File: src/rtl/ptrc_pkg.sv
package ptrc_pkg;

    typedef enum logic [2:0] {
        ST_IDLE,
        ST_FIRST_READ,
        ST_WAIT_FIRST,
        ST_SECOND_READ,
        ST_WAIT_SECOND,
        ST_RESPOND
    } eng_state_e;

endpackage

File: src/rtl/ptrc_addr_gen.sv
module ptrc_addr_gen #(
    parameter int ADDR_W = 32,
    parameter int DATA_W = 32,
    parameter int OFF_W  = 12
) (
    input  logic [DATA_W-1:0] ptr_data,
    input  logic [OFF_W-1:0]  off,
    input  logic              off_en,
    output logic [ADDR_W-1:0] next_addr
);
    localparam int EXT_W = ADDR_W - OFF_W;

    logic [ADDR_W-1:0] ptr;
    logic [ADDR_W-1:0] off_ext;

    // Pointer taken from the low bits of the read data, zero-extended if narrower.
    generate
        if (DATA_W >= ADDR_W) begin : g_trunc
            assign ptr = ptr_data[ADDR_W-1:0];
        end else begin : g_zext
            assign ptr = {{(ADDR_W-DATA_W){1'b0}}, ptr_data};
        end
    endgenerate

    generate
        if (EXT_W > 0) begin : g_sext
            assign off_ext = {{EXT_W{off[OFF_W-1]}}, off};
        end else begin : g_cut
            assign off_ext = off[ADDR_W-1:0];
        end
    endgenerate

    // Modulo 2^ADDR_W sum: carry out is dropped by the width of the result.
    assign next_addr = ptr + (off_en ? off_ext : '0);

endmodule

File: src/rtl/ptrc_ctrl.sv
module ptrc_ctrl
    import ptrc_pkg::*;
(
    input  logic clk,
    input  logic rst,
    input  logic req_valid,
    input  logic chain_q,
    input  logic mem_req_ready,
    input  logic mem_rsp_valid,
    input  logic mem_rsp_err,
    input  logic rsp_ready,
    output logic req_ready,
    output logic mem_req_valid,
    output logic mem_rsp_ready,
    output logic rsp_valid,
    output logic accept,
    output logic rd_done,
    output logic first_phase
);
    eng_state_e state_q, state_d;

    always_ff @(posedge clk) begin
        if (rst) state_q <= ST_IDLE;
        else     state_q <= state_d;
    end

    always_comb begin
        state_d = state_q;
        unique case (state_q)
            ST_IDLE:        if (req_valid) state_d = ST_FIRST_READ;
            ST_FIRST_READ:  if (mem_req_ready) state_d = ST_WAIT_FIRST;
            ST_WAIT_FIRST: begin
                if (mem_rsp_valid) begin
                    if (mem_rsp_err || !chain_q) state_d = ST_RESPOND;
                    else                         state_d = ST_SECOND_READ;
                end
            end
            ST_SECOND_READ: if (mem_req_ready) state_d = ST_WAIT_SECOND;
            ST_WAIT_SECOND: if (mem_rsp_valid) state_d = ST_RESPOND;
            ST_RESPOND:     if (rsp_ready) state_d = ST_IDLE;
            default:        state_d = ST_IDLE;
        endcase
    end

    always_comb begin
        req_ready     = 1'b0;
        mem_req_valid = 1'b0;
        mem_rsp_ready = 1'b0;
        rsp_valid     = 1'b0;
        first_phase   = 1'b0;
        unique case (state_q)
            ST_IDLE:        req_ready = 1'b1;
            ST_FIRST_READ:  mem_req_valid = 1'b1;
            ST_WAIT_FIRST: begin
                mem_rsp_ready = 1'b1;
                first_phase   = 1'b1;
            end
            ST_SECOND_READ: mem_req_valid = 1'b1;
            ST_WAIT_SECOND: mem_rsp_ready = 1'b1;
            ST_RESPOND:     rsp_valid = 1'b1;
            default:        req_ready = 1'b0;
        endcase
        accept  = req_valid && req_ready;
        rd_done = mem_rsp_valid && mem_rsp_ready;
    end

    // once a request is taken, no further request is accepted next cycle
    a_r6_busy_after_accept: assert property (@(posedge clk) disable iff (rst)
        (req_valid && req_ready) |=> !req_ready);

    // an accepted read is followed by a wait, never a back-to-back read
    a_r5_wait_after_issue: assert property (@(posedge clk) disable iff (rst)
        (mem_req_valid && mem_req_ready) |=> !mem_req_valid);

    // a completed response handshake is not repeated
    a_r10_single_response: assert property (@(posedge clk) disable iff (rst)
        (rsp_valid && rsp_ready) |=> !rsp_valid);

endmodule

File: src/rtl/ptr_chase_engine.sv
module ptr_chase_engine #(
    parameter int ADDR_W = 32,
    parameter int DATA_W = 32,
    parameter int OFF_W  = 12,
    parameter int TAG_W  = 4
) (
    input  logic              clk,
    input  logic              rst,
    input  logic              req_valid,
    output logic              req_ready,
    input  logic              req_chain,
    input  logic [ADDR_W-1:0] req_addr,
    input  logic [OFF_W-1:0]  req_off,
    input  logic              req_off_en,
    input  logic [TAG_W-1:0]  req_tag,
    output logic              rsp_valid,
    input  logic              rsp_ready,
    output logic [DATA_W-1:0] rsp_data,
    output logic [TAG_W-1:0]  rsp_tag,
    output logic              rsp_err,
    output logic              mem_req_valid,
    input  logic              mem_req_ready,
    output logic [ADDR_W-1:0] mem_req_addr,
    input  logic              mem_rsp_valid,
    output logic              mem_rsp_ready,
    input  logic [DATA_W-1:0] mem_rsp_data,
    input  logic              mem_rsp_err
);
    logic              chain_q;
    logic              off_en_q;
    logic [OFF_W-1:0]  off_q;
    logic [TAG_W-1:0]  tag_q;
    logic [ADDR_W-1:0] addr_q;
    logic [DATA_W-1:0] data_q;
    logic              err_q;
    logic              accept;
    logic              rd_done;
    logic              first_phase;
    logic [ADDR_W-1:0] chase_addr;

    ptrc_ctrl u_ctrl (
        .clk           (clk),
        .rst           (rst),
        .req_valid     (req_valid),
        .chain_q       (chain_q),
        .mem_req_ready (mem_req_ready),
        .mem_rsp_valid (mem_rsp_valid),
        .mem_rsp_err   (mem_rsp_err),
        .rsp_ready     (rsp_ready),
        .req_ready     (req_ready),
        .mem_req_valid (mem_req_valid),
        .mem_rsp_ready (mem_rsp_ready),
        .rsp_valid     (rsp_valid),
        .accept        (accept),
        .rd_done       (rd_done),
        .first_phase   (first_phase)
    );

    ptrc_addr_gen #(
        .ADDR_W (ADDR_W),
        .DATA_W (DATA_W),
        .OFF_W  (OFF_W)
    ) u_addr_gen (
        .ptr_data  (mem_rsp_data),
        .off       (off_q),
        .off_en    (off_en_q),
        .next_addr (chase_addr)
    );

    always_ff @(posedge clk) begin
        if (rst) begin
            chain_q  <= 1'b0;
            off_en_q <= 1'b0;
            off_q    <= '0;
            tag_q    <= '0;
            addr_q   <= '0;
            data_q   <= '0;
            err_q    <= 1'b0;
        end else if (accept) begin
            chain_q  <= req_chain;
            off_en_q <= req_off_en;
            off_q    <= req_off;
            tag_q    <= req_tag;
            addr_q   <= req_addr;
            data_q   <= '0;
            err_q    <= 1'b0;
        end else if (rd_done) begin
            if (mem_rsp_err) begin
                data_q <= '0;
                err_q  <= 1'b1;
            end else if (first_phase && chain_q) begin
                addr_q <= chase_addr;
            end else begin
                data_q <= mem_rsp_data;
            end
        end
    end

    assign mem_req_addr = addr_q;
    assign rsp_data     = data_q;
    assign rsp_tag      = tag_q;
    assign rsp_err      = err_q;

    // a stalled memory request keeps its address
    a_r9_mem_req_hold: assert property (@(posedge clk) disable iff (rst)
        (mem_req_valid && !mem_req_ready) |=> (mem_req_valid && $stable(mem_req_addr)));

    // a stalled response keeps all its fields
    a_r9_rsp_hold: assert property (@(posedge clk) disable iff (rst)
        (rsp_valid && !rsp_ready) |=>
            (rsp_valid && $stable(rsp_data) && $stable(rsp_tag) && $stable(rsp_err)));

    // an errored response never carries data
    a_r8_err_zero_data: assert property (@(posedge clk) disable iff (rst)
        (rsp_valid && rsp_err) |-> (rsp_data == '0));

endmodule

File: config.mk
export PLATFORM = sky130hd
export DESIGN_NAME = ptr_chase_engine
export DESIGN_NICKNAME = d
export VERILOG_FILES = /design/src/rtl/ptrc_pkg.sv /design/src/rtl/ptrc_addr_gen.sv /design/src/rtl/ptrc_ctrl.sv /design/src/rtl/ptr_chase_engine.sv
export SDC_FILE = /design/constraint.sdc
export NUM_CORES = 1
export LEC_CHECK = 0
export BUFFER_PORTS_ARGS = -buffer_cell sky130_fd_sc_hd__buf_2
export CAP_MARGIN = 20
export CORE_ASPECT_RATIO = 1.4
export CORE_MARGIN = 5
export CORE_UTILIZATION = 52
export DETAILED_ROUTE_END_ITERATION = 7
export PLACE_DENSITY = 0.81
export SYNTH_ARGS = -nofsm -noshare
export SYNTH_HDL_FRONTEND = slang
export SYNTH_HIERARCHICAL = 1
export SYNTH_SLANG_ARGS = --single-unit
File: constraint.sdc
create_clock -name clk -period 3.5 [get_ports clk]
set_input_delay 0.7 -clock clk [delete_from_list [all_inputs] [get_ports clk]]
set_output_delay 0.7 -clock clk [all_outputs]
set_load 0.01 [all_outputs]
# After elaboration in Yosys (flattened, before gate mapping)
# Index checks and enable logic that the tools add are counted.
[op_classes]
add_sub_neg = 1
n_eq_ne = 13
n_mux = 20
n_reduce_logical = 15
[op_table]
columns = ["op", "n"]
rows = [
  ["$mux 32", 7],
  ["$add 32x32->32", 1],
  ["$mux 3", 7],
  ["$pmux 3 s6", 1],
  ["$ne 2x2->1 const B", 7],
  ["$eq 3x2->1 const B", 2],
  ["$eq 3x3->1 const B", 2],
  ["$reduce_and 6->1", 1],
  ["$reduce_or 2->1", 3],
  ["$mux 1", 5],
  ["$reduce_and 2->1", 2],
  ["$reduce_bool 2->1", 2],
  ["$eq 3x1->1 const B", 1],
  ["$logic_and 1x1->1", 3],
  ["$logic_not 3->1", 1],
  ["$reduce_and 3->1", 1],
  ["$ne 2x1->1 const B", 1],
  ["$logic_not 1->1", 1],
  ["$logic_or 1x1->1", 1],
]
[word_totals]
regBits = 86
inputBits = 89
out_inout_bits = 73
elab_cells = 57

# Depth between registers and ports, before layout
# Gate-level depths: netlist of run 1.
[depth]
depth_word = 7
depth_mapped = 13
depth_no_buf = 13

# Hierarchy
# Netlist of run 1, hierarchy kept.
[modules_own_cells]
columns = ["mod", "instances", "cells_each", "area_each_um2", "seq_area_each_um2"]
rows = [
  ["ptr_chase_engine", 1, 318, 3308.2, 1661.6],
  ["ptrc_addr_gen", 1, 275, 1770.4, 0.0],
  ["ptrc_ctrl", 1, 39, 306.5, 60.1],
]

# Worst setup path before layout of run 1
# Ideal clock, no wire load.
[synth_path]
path_kind = "input to register"
start = "input port mem_rsp_data[0]"
end = "register addr_q[28] (netlist: mem_req_addr[28])"
setup_time_ns = 0.138
arrival_time_ns = 3.067
required_time_ns = 3.362
path_slack_ns = 0.296
path_stages = 12
path_buffers = 0
cell_sequence = "ha_1 fa_1 a21o_1 a221oi_1 a21bo_2 nor3_1 o221ai_1 nand3_1 xnor2_1 mux2_1 a21oi_1 a211oi_1"
[synth_between]
elab_chain_len = 5
[synth_lines]
columns = ["element", "line", "rtl"]
rows = [
  ["from (decl)", "ptr_chase_engine.sv:26", "input logic [DATA_W-1:0] mem_rsp_data,"],
  ["$add 32x32->32", "ptrc_addr_gen.sv:34", "assign next_addr = ptr + (off_en ? off_ext : '0);"],
  ["via chase_addr[28]", "ptr_chase_engine.sv:39", "logic [ADDR_W-1:0] chase_addr;"],
  ["$mux 32", "ptr_chase_engine.sv:91", "end else if (first_phase && chain_q) begin"],
  ["$mux 32", "ptr_chase_engine.sv:88", "if (mem_rsp_err) begin"],
  ["$mux 32", "ptr_chase_engine.sv:87", "end else if (rd_done) begin"],
  ["$mux 32", "ptr_chase_engine.sv:79", "end else if (accept) begin"],
  ["to (signal assigned)", "ptr_chase_engine.sv:84", "addr_q <= req_addr;"],
  ["to (signal assigned)", "ptr_chase_engine.sv:92", "addr_q <= chase_addr;"],
  ["to (decl)", "ptr_chase_engine.sv:33", "logic [ADDR_W-1:0] addr_q;"],
]
# The timed path passes the listed nets, and every way through them passes these cells. The select of a mux whose other input is x is not followed.
# A chain may end at the register's enable or synchronous reset.

# Final worst setup path of run 1
[layout_path]
start = "register off_en_q"
end = "register addr_q[17] (netlist: mem_req_addr[17])"
[layout_between]
elab_chain_len = 6
[layout_lines]
columns = ["element", "line", "rtl"]
rows = [
  ["from (decl)", "ptr_chase_engine.sv:30", "logic off_en_q;"],
  ["from (signal assigned)", "ptr_chase_engine.sv:81", "off_en_q <= req_off_en;"],
  ["$mux 32", "ptrc_addr_gen.sv:34", ""],
  ["$add 32x32->32", "ptrc_addr_gen.sv:34", ""],
  ["via chase_addr[17]", "ptr_chase_engine.sv:39", ""],
  ["$mux 32", "ptr_chase_engine.sv:91", ""],
  ["$mux 32", "ptr_chase_engine.sv:88", ""],
  ["$mux 32", "ptr_chase_engine.sv:87", ""],
  ["$mux 32", "ptr_chase_engine.sv:79", ""],
]
# The timed path passes the listed nets, and every way through them passes these cells. The select of a mux whose other input is x is not followed.

==> qor.csv, run 1 <==
stage;metric;value;unit
status;run status;finished clean;
layout;nets;872;
routing;Routed WL;16500;µm
global_routing;pin count of the biggest net entering global routing;65;
sta;Slew headroom;34.7;%
layout;leading cell type in the layout, fill and taps excluded;buf_2;
synthesis;Synth area leader;dfxtp_1;
floorplanning;core area;10200;µm²
layout;share of cells above drive strength 1;30.7;%
layout;fill cell count;906;
sta;final hold viol count;0;
routing;vias post-DR;5403;
clock_tree;CTS max path bufs;2;
run;Max Cap Viol;0;
clock_tree;Setup Fix Bufs, Post-CTS;0;
floorplanning;num rows;44;
worst_setup_path;critical setup path kind;reg -> reg;
clock_tree;CTS resizes;0;
routing;DR WL met3;1030;µm
sta;period utilization;92.1;%
synthesis;synth unique cells;68;
routing;Vias/cell;5.91;
sta;fmax;0.310;GHz
routing;first-pass detailed-route iteration total;5;
worst_setup_path;Critical Path Source Type;register;
sta;clk_skew;5.46;ps
synthesis;Post-synth ARST share;0;%
layout;Layout area overhead;21.7;%
sta;Final Max Tran Viols;0;
global_routing;number of global-route vias before repair;5383;
synthesis;sequential area share after synthesis;32.0;%
sta;setup slack after layout;276;ps
worst_setup_path;worst reg-to-reg setup slack;280;ps
worst_setup_path;CP Data Required Time;3750;ps
sta;measured slew at the worst slew-check pin;978;ps
worst_setup_path;WP data arrival;3480;ps
global_routing;GRT Residual Overflow;0;
synthesis;Synth Area per Inst;8.52;µm²
sta;fin crit period;3220;ps
layout;final cell count without fillers;914;
routing;initial DRC count;287;
worst_setup_path;worst setup path endpoint;mem_req_addr[17];
power;Peak supply drop;0.376;mV
clock_tree;Root Buffer;clkbuf_16;
floorplanning;Die Footprint;12500;µm²
synthesis;Post-Synthesis Cells;632;
clock_tree;clock sinks;86;
floorplanning;die width;96.0;µm
routing;Antenna Nets Post-Route;0;
clock_tree;hold-fix buffers at CTS;0;
synthesis;synth warn;6;
global_routing;first-pass GRT wire length;25700;µm
place;Cells after DPL;898;
clock_tree;H-tree lvl count;3;
global_routing;Tot GR Track Use;26.3;%
place;GP Congestion;0.941;
layout;commonest non-fill, non-tap cells in the layout;buf_2 (161), dfxtp_1 (86), nor2_1 (81), a21oi_1 (49), a211oi_1 (35);
clock_tree;total CTS buffers;9;
place;PortBufs;161;
synthesis;syn_nets;733;
routing;WL/cell;18.1;µm
routing;Metal-1 WL;6150;µm
sta;RSZ-0062 raised after global routing;false;
worst_setup_path;Critical Path Start;off_en_q;
hold_path;Hold Path Class;reg -> reg;
layout;# diodes;0;
worst_setup_path;R2R cell count;13;
floorplanning;Die Y;130;µm
synthesis;largest cells by area after synthesis;dfxtp_1 (32%), mux2_2 (5.9%), nor2_1 (5.6%);
clock_tree;Clock Pin Slew Worst Setup and Hold Paths;60;ps
synthesis;Synth Cell Area;5390;µm²
floorplanning;Starting Density;52.6;%
routing;DRC;0;
synthesis;prevailing post-synth register cell;dfxtp_1;
worst_setup_path;Max FO, Critical Path;12;
routing;met2 WL;8630;µm
worst_setup_path;worst r2r dst;mem_req_addr[17];
floorplanning;boundary pin count;162;
synthesis;FF+latch count, synth;86;
routing;Max Used Layer;met4;
place;worst slack at placement;-18.4;ps
synthesis;Post-synth EDFFs;0;
clock_tree;Skew-Pair Late Insertion Delay;340;ps
sta;Final Setup Violations;0;
worst_setup_path;reg2reg start;off_en_q;
power;Cell Pwr Density;576;nW/µm²
synthesis;Synth top area share;32.0;%
global_routing;initial antenna violation count;0;
place;detailed placement HPWL;12700;µm
worst_setup_path;Setup crit end kind;register;
clock_tree;CTS tree;yes;
power;P_leak;2.94;nW
-- where the power goes --
part / internal [W] / total (W) / switching [W]
registers: 0.00119 / 0.00134 / 0.000150
clock network: 0.000552 / 0.000945 / 0.000393
logic: 0.000670 / 0.00150 / 0.000827
-- logic make-up after synthesis --
family          synth area share (%)
flops                           32.0
fa+ha+maj                       3.14
buf+inv                         5.60
simple gates                    18.3
xor+xnor                        5.85
compound gates                  23.6
mux                             11.5
-- layer usage --
metal	global-route usage [%]	vias to the layer above
met2	46.8	223
met4	14.5	0
met3	5.78	48
met1	28.4	2533
li1	-	2599
met5	0	-
-- layout make-up --
class | instances | area, µm² | share of cell area (%)
clock inverters | 6 | 62.6 | 0.955
clock buffers | 10 | 229 | 3.49
inverters | 5 | 18.8 | 0.286
repair buffers | 183 | 971 | 14.8
multi-input cells | 486 | 3380 | 51.5
flip-flops and latches | 86 | 1720 | 26.3
well taps | 138 | 173 | 2.64
-- flip-flops by register name, indices dropped and copies added, names as in the netlist --
name            cells
mem_req_addr       32
rsp_data           32
off_q              12
rsp_tag             4
u_ctrl/state_q      3
chain_q             1
off_en_q            1
rsp_err             1
-- worst max-delay path, cell delays in order, from the launching register on --
cell	delay, ps
dfxtp_1	340
buf_4	170
and2_1	190
ha_1	260
a211oi_1	310
nor3_1	140
o21ai_0	240
a22oi_1	120
nor2b_1	330
mux2i_1	330
xor2_1	240
mux2_2	190
a21oi_1	40
a211oi_1	240
-- cell usage after synthesis (6+ instances only) --
master	n
buf_2	15
nor3_1	17
nand2_1	25
nor3b_1	6
mux2_2	28
a22o_1	33
dfxtp_1	86
nand4_1	8
and2_1	17
o21ai_0	14
mux2i_1	26
clkbuf_1	24
xnor2_1	22
nand3_1	17
nor2_1	81
a21oi_1	49
xor2_1	14
a211oi_1	36
a21o_1	7
ha_1	11
-- how the worst min path moves through the flow --
stage          slack [ps]           end  depth (start not counted)    startpoint
6_report              470  rsp_data[24]                          1  rsp_data[24]
3_3_place_gp          460  rsp_data[25]                          1  rsp_data[25]
5_1_grt               480  rsp_data[25]                          1  rsp_data[25]
4_1_cts               480  rsp_data[24]                          1  rsp_data[24]
2_1_floorplan         450      off_q[0]                          2      off_q[0]
3_5_place_dp          460   rsp_data[7]                          1   rsp_data[7]
-- per-stage QoR --
stage / utilization [%] / cell area (µm²) / hold slack, ps / total power [W] / TNS (ps)
floorplan: - / 5390 / 452 / 0.00240 / 0
global placement: 61.1 / 6260 / 456 / 0.00279 / 0
detailed placement: 61.1 / 6260 / 459 / 0.00284 / -22.3
CTS: 64.0 / 6550 / 475 / 0.00380 / 0
global route: 64.0 / 6550 / 485 / 0.00401 / 0
finish: 64.0 / 6550 / 475 / 0.00378 / 0
(Power assumes the default switching activity.)
==> inputs of run 2 (changes only) <==
CORE_ASPECT_RATIO = 1.5   (was 1.4)
==> qor.csv, run 2 (synthesis results as in run 1) <==
stage;metric;value;unit;change
status;run status;finished clean;;unchanged
sta;RSZ-0062 raised after global routing;false;;unchanged
worst_setup_path;slowest CP cell;a211oi_1;;was dfxtp_1
sta;Final Setup Violations;0;;unchanged
global_routing;Tot GR Track Use;26.5;%;was 26.3%
worst_setup_path;R2R cell count;14;;was 13
worst_setup_path;Max FO, Critical Path;13;;was 12
floorplanning;Die Footprint;12500;µm²;about the same
sta;final hold viol count;0;;unchanged
worst_setup_path;Critical Path Source Type;register;;unchanged
worst_setup_path;critical setup path kind;reg -> reg;;unchanged
floorplanning;Starting Density;53.1;%;was 52.6%
floorplanning;Die Y;135;µm;was 130 µm
worst_setup_path;CP Buf/Inv Count;2;;was 1
layout;nets;876;;was 872
routing;Vias/cell;6.07;;was 5.91
routing;vias post-DR;5441;;was 5403
floorplanning;core area;10100;µm²;was 10200 µm²
floorplanning;boundary pin count;162;;unchanged
power;P_leak;2.94;nW;about the same
routing;first-pass detailed-route iteration total;5;;unchanged
worst_setup_path;CP max stage delay;400;ps;was 340 ps
worst_setup_path;CP Data Required Time;3690;ps;was 3750 ps
clock_tree;hold-fix buffers at CTS;0;;unchanged
clock_tree;total CTS buffers;9;;unchanged
clock_tree;CTS max path bufs;2;;unchanged
sta;measured slew at the worst slew-check pin;967;ps;was 978 ps
clock_tree;Clock Pin Slew Worst Setup and Hold Paths;60;ps;about the same
layout;commonest non-fill, non-tap cells in the layout;buf_2 (161), dfxtp_1 (86), nor2_1 (81), a21oi_1 (49), a211oi_1 (35);;unchanged
routing;WL/cell;18.5;µm;was 18.1 µm
sta;Slew headroom;35.4;%;was 34.7%
clock_tree;CTS resizes;0;;unchanged
clock_tree;clock sinks;86;;unchanged
clock_tree;Setup Fix Bufs, Post-CTS;0;;unchanged
layout;# diodes;0;;unchanged
clock_tree;Skew-Pair Late Insertion Delay;340;ps;about the same
place;worst slack at placement;48.1;ps;was -18.4 ps
place;GP Congestion;0.966;;was 0.941
power;Peak supply drop;0.398;mV;was 0.376 mV
sta;clk_skew;6.11;ps;was 5.46 ps
global_routing;first-pass GRT wire length;26500;µm;was 25700 µm
global_routing;initial antenna violation count;0;;unchanged
worst_setup_path;Setup crit end kind;register;;unchanged
worst_setup_path;reg2reg start;off_en_q;;unchanged
layout;leading cell type in the layout, fill and taps excluded;buf_2;;unchanged
routing;initial DRC count;272;;was 287
hold_path;Hold Path Class;reg -> reg;;unchanged
routing;DRC;0;;unchanged
global_routing;number of global-route vias before repair;5423;;was 5383
worst_setup_path;Critical Path Start;off_en_q;;unchanged
global_routing;pin count of the biggest net entering global routing;65;;unchanged
place;detailed placement HPWL;12800;µm;was 12700 µm
run;Max Cap Viol;0;;unchanged
sta;Fin Setup TNS;0;ps;unchanged
sta;setup slack after layout;367;ps;was 276 ps
worst_setup_path;WP data arrival;3320;ps;was 3480 ps
global_routing;GRT Residual Overflow;0;;unchanged
routing;Antenna Nets Post-Route;0;;unchanged
worst_setup_path;Critical Path Stages;14;;was 13
worst_setup_path;Largest delay share family, worst path;compound AO/OA/AOI/OAI gates;;unchanged
sta;fmax;0.319;GHz;was 0.310 GHz
layout;share of cells above drive strength 1;30.8;%;was 30.7%
hold_path;Worst Hold Path Cells;1;;unchanged
worst_setup_path;CP cell instances;buf_4, and2_1, ha_1, and3_1, a221oi_1, buf_4, a21bo_2, a211oi_1, nand2_1, mux2i_1, xor2_1, mux2_2, a21oi_1, a211oi_1;;was buf_4, and2_1, ha_1, a211oi_1, nor3_1, o21ai_0, a22oi_1, nor2b_1, mux2i_1, xor2_1, mux2_2, a21oi_1, a211oi_1
place;PortBufs;161;;unchanged
sta;fin crit period;3130;ps;was 3220 ps
clock_tree;CTS tree;yes;;unchanged
hold_path;HP Start;rsp_data[29];;was rsp_data[24]
floorplanning;num rows;45;;was 44
layout;Layout area overhead;21.1;%;was 21.7%
routing;Routed WL;16600;µm;was 16500 µm
sta;Final Max Tran Viols;0;;unchanged
floorplanning;die width;93.1;µm;was 96.0 µm
clock_tree;Root Buffer;clkbuf_16;;unchanged
power;Cell Pwr Density;569;nW/µm²;was 576 nW/µm²
sta;period utilization;89.5;%;was 92.1%
clock_tree;H-tree lvl count;3;;unchanged
run 2: final cells by class:
| cell class | count | area [µm²] |
|---|---|---|
| fill | 890 | 3610 |
| multi-input combinational | 486 | 3380 |
| tap | 117 | 146 |
| sequential | 86 | 1720 |
| inverter | 5 | 18.8 |
| timing repair buffer | 187 | 1000 |
| clock buffer | 11 | 233 |
| clock inverter | 4 | 25.0 |
run 2: metrics by stage:
stage | utilization, % | instances | total power (W) | hold WS [ps] | cell area [µm²]
after floorplan | - | 632 | 0.00240 | 452 | 5390
after global placement | 61.8 | 881 | 0.00281 | 456 | 6260
after detailed placement | 61.8 | 881 | 0.00286 | 458 | 6260
after CTS | 64.4 | 896 | 0.00373 | 477 | 6520
after global routing | 64.4 | 896 | 0.00393 | 491 | 6520
final | 64.4 | 896 | 0.00371 | 471 | 6520
run 2: path summary, 6_finish.rpt:
path	endpoint	slack, ps
max reg2reg	mem_req_addr[22]	370
max	mem_req_addr[22]	370
min	rsp_data[29]	470
min reg2reg	rsp_data[29]	470
run 2: per-layer routing:
| metal | vias up | wire length [µm] | global-route usage [%] |
|---|---|---|---|
| li1 | 2603 | - | - |
| met1 | 2587 | 6220 | 28.2 |
| met2 | 211 | 8830 | 48.9 |
| met3 | 40 | 1010 | 6.08 |
| met4 | 0 | 557 | 11.7 |
| met5 | - | 0 | 0 |
run 2: power breakdown:
group          leakage [nW]  switching [W]  internal [W]
logic                  2.11       0.000832      0.000677
registers             0.703       0.000154       0.00119
clock network         0.121       0.000386      0.000475
total                  2.94        0.00137       0.00234
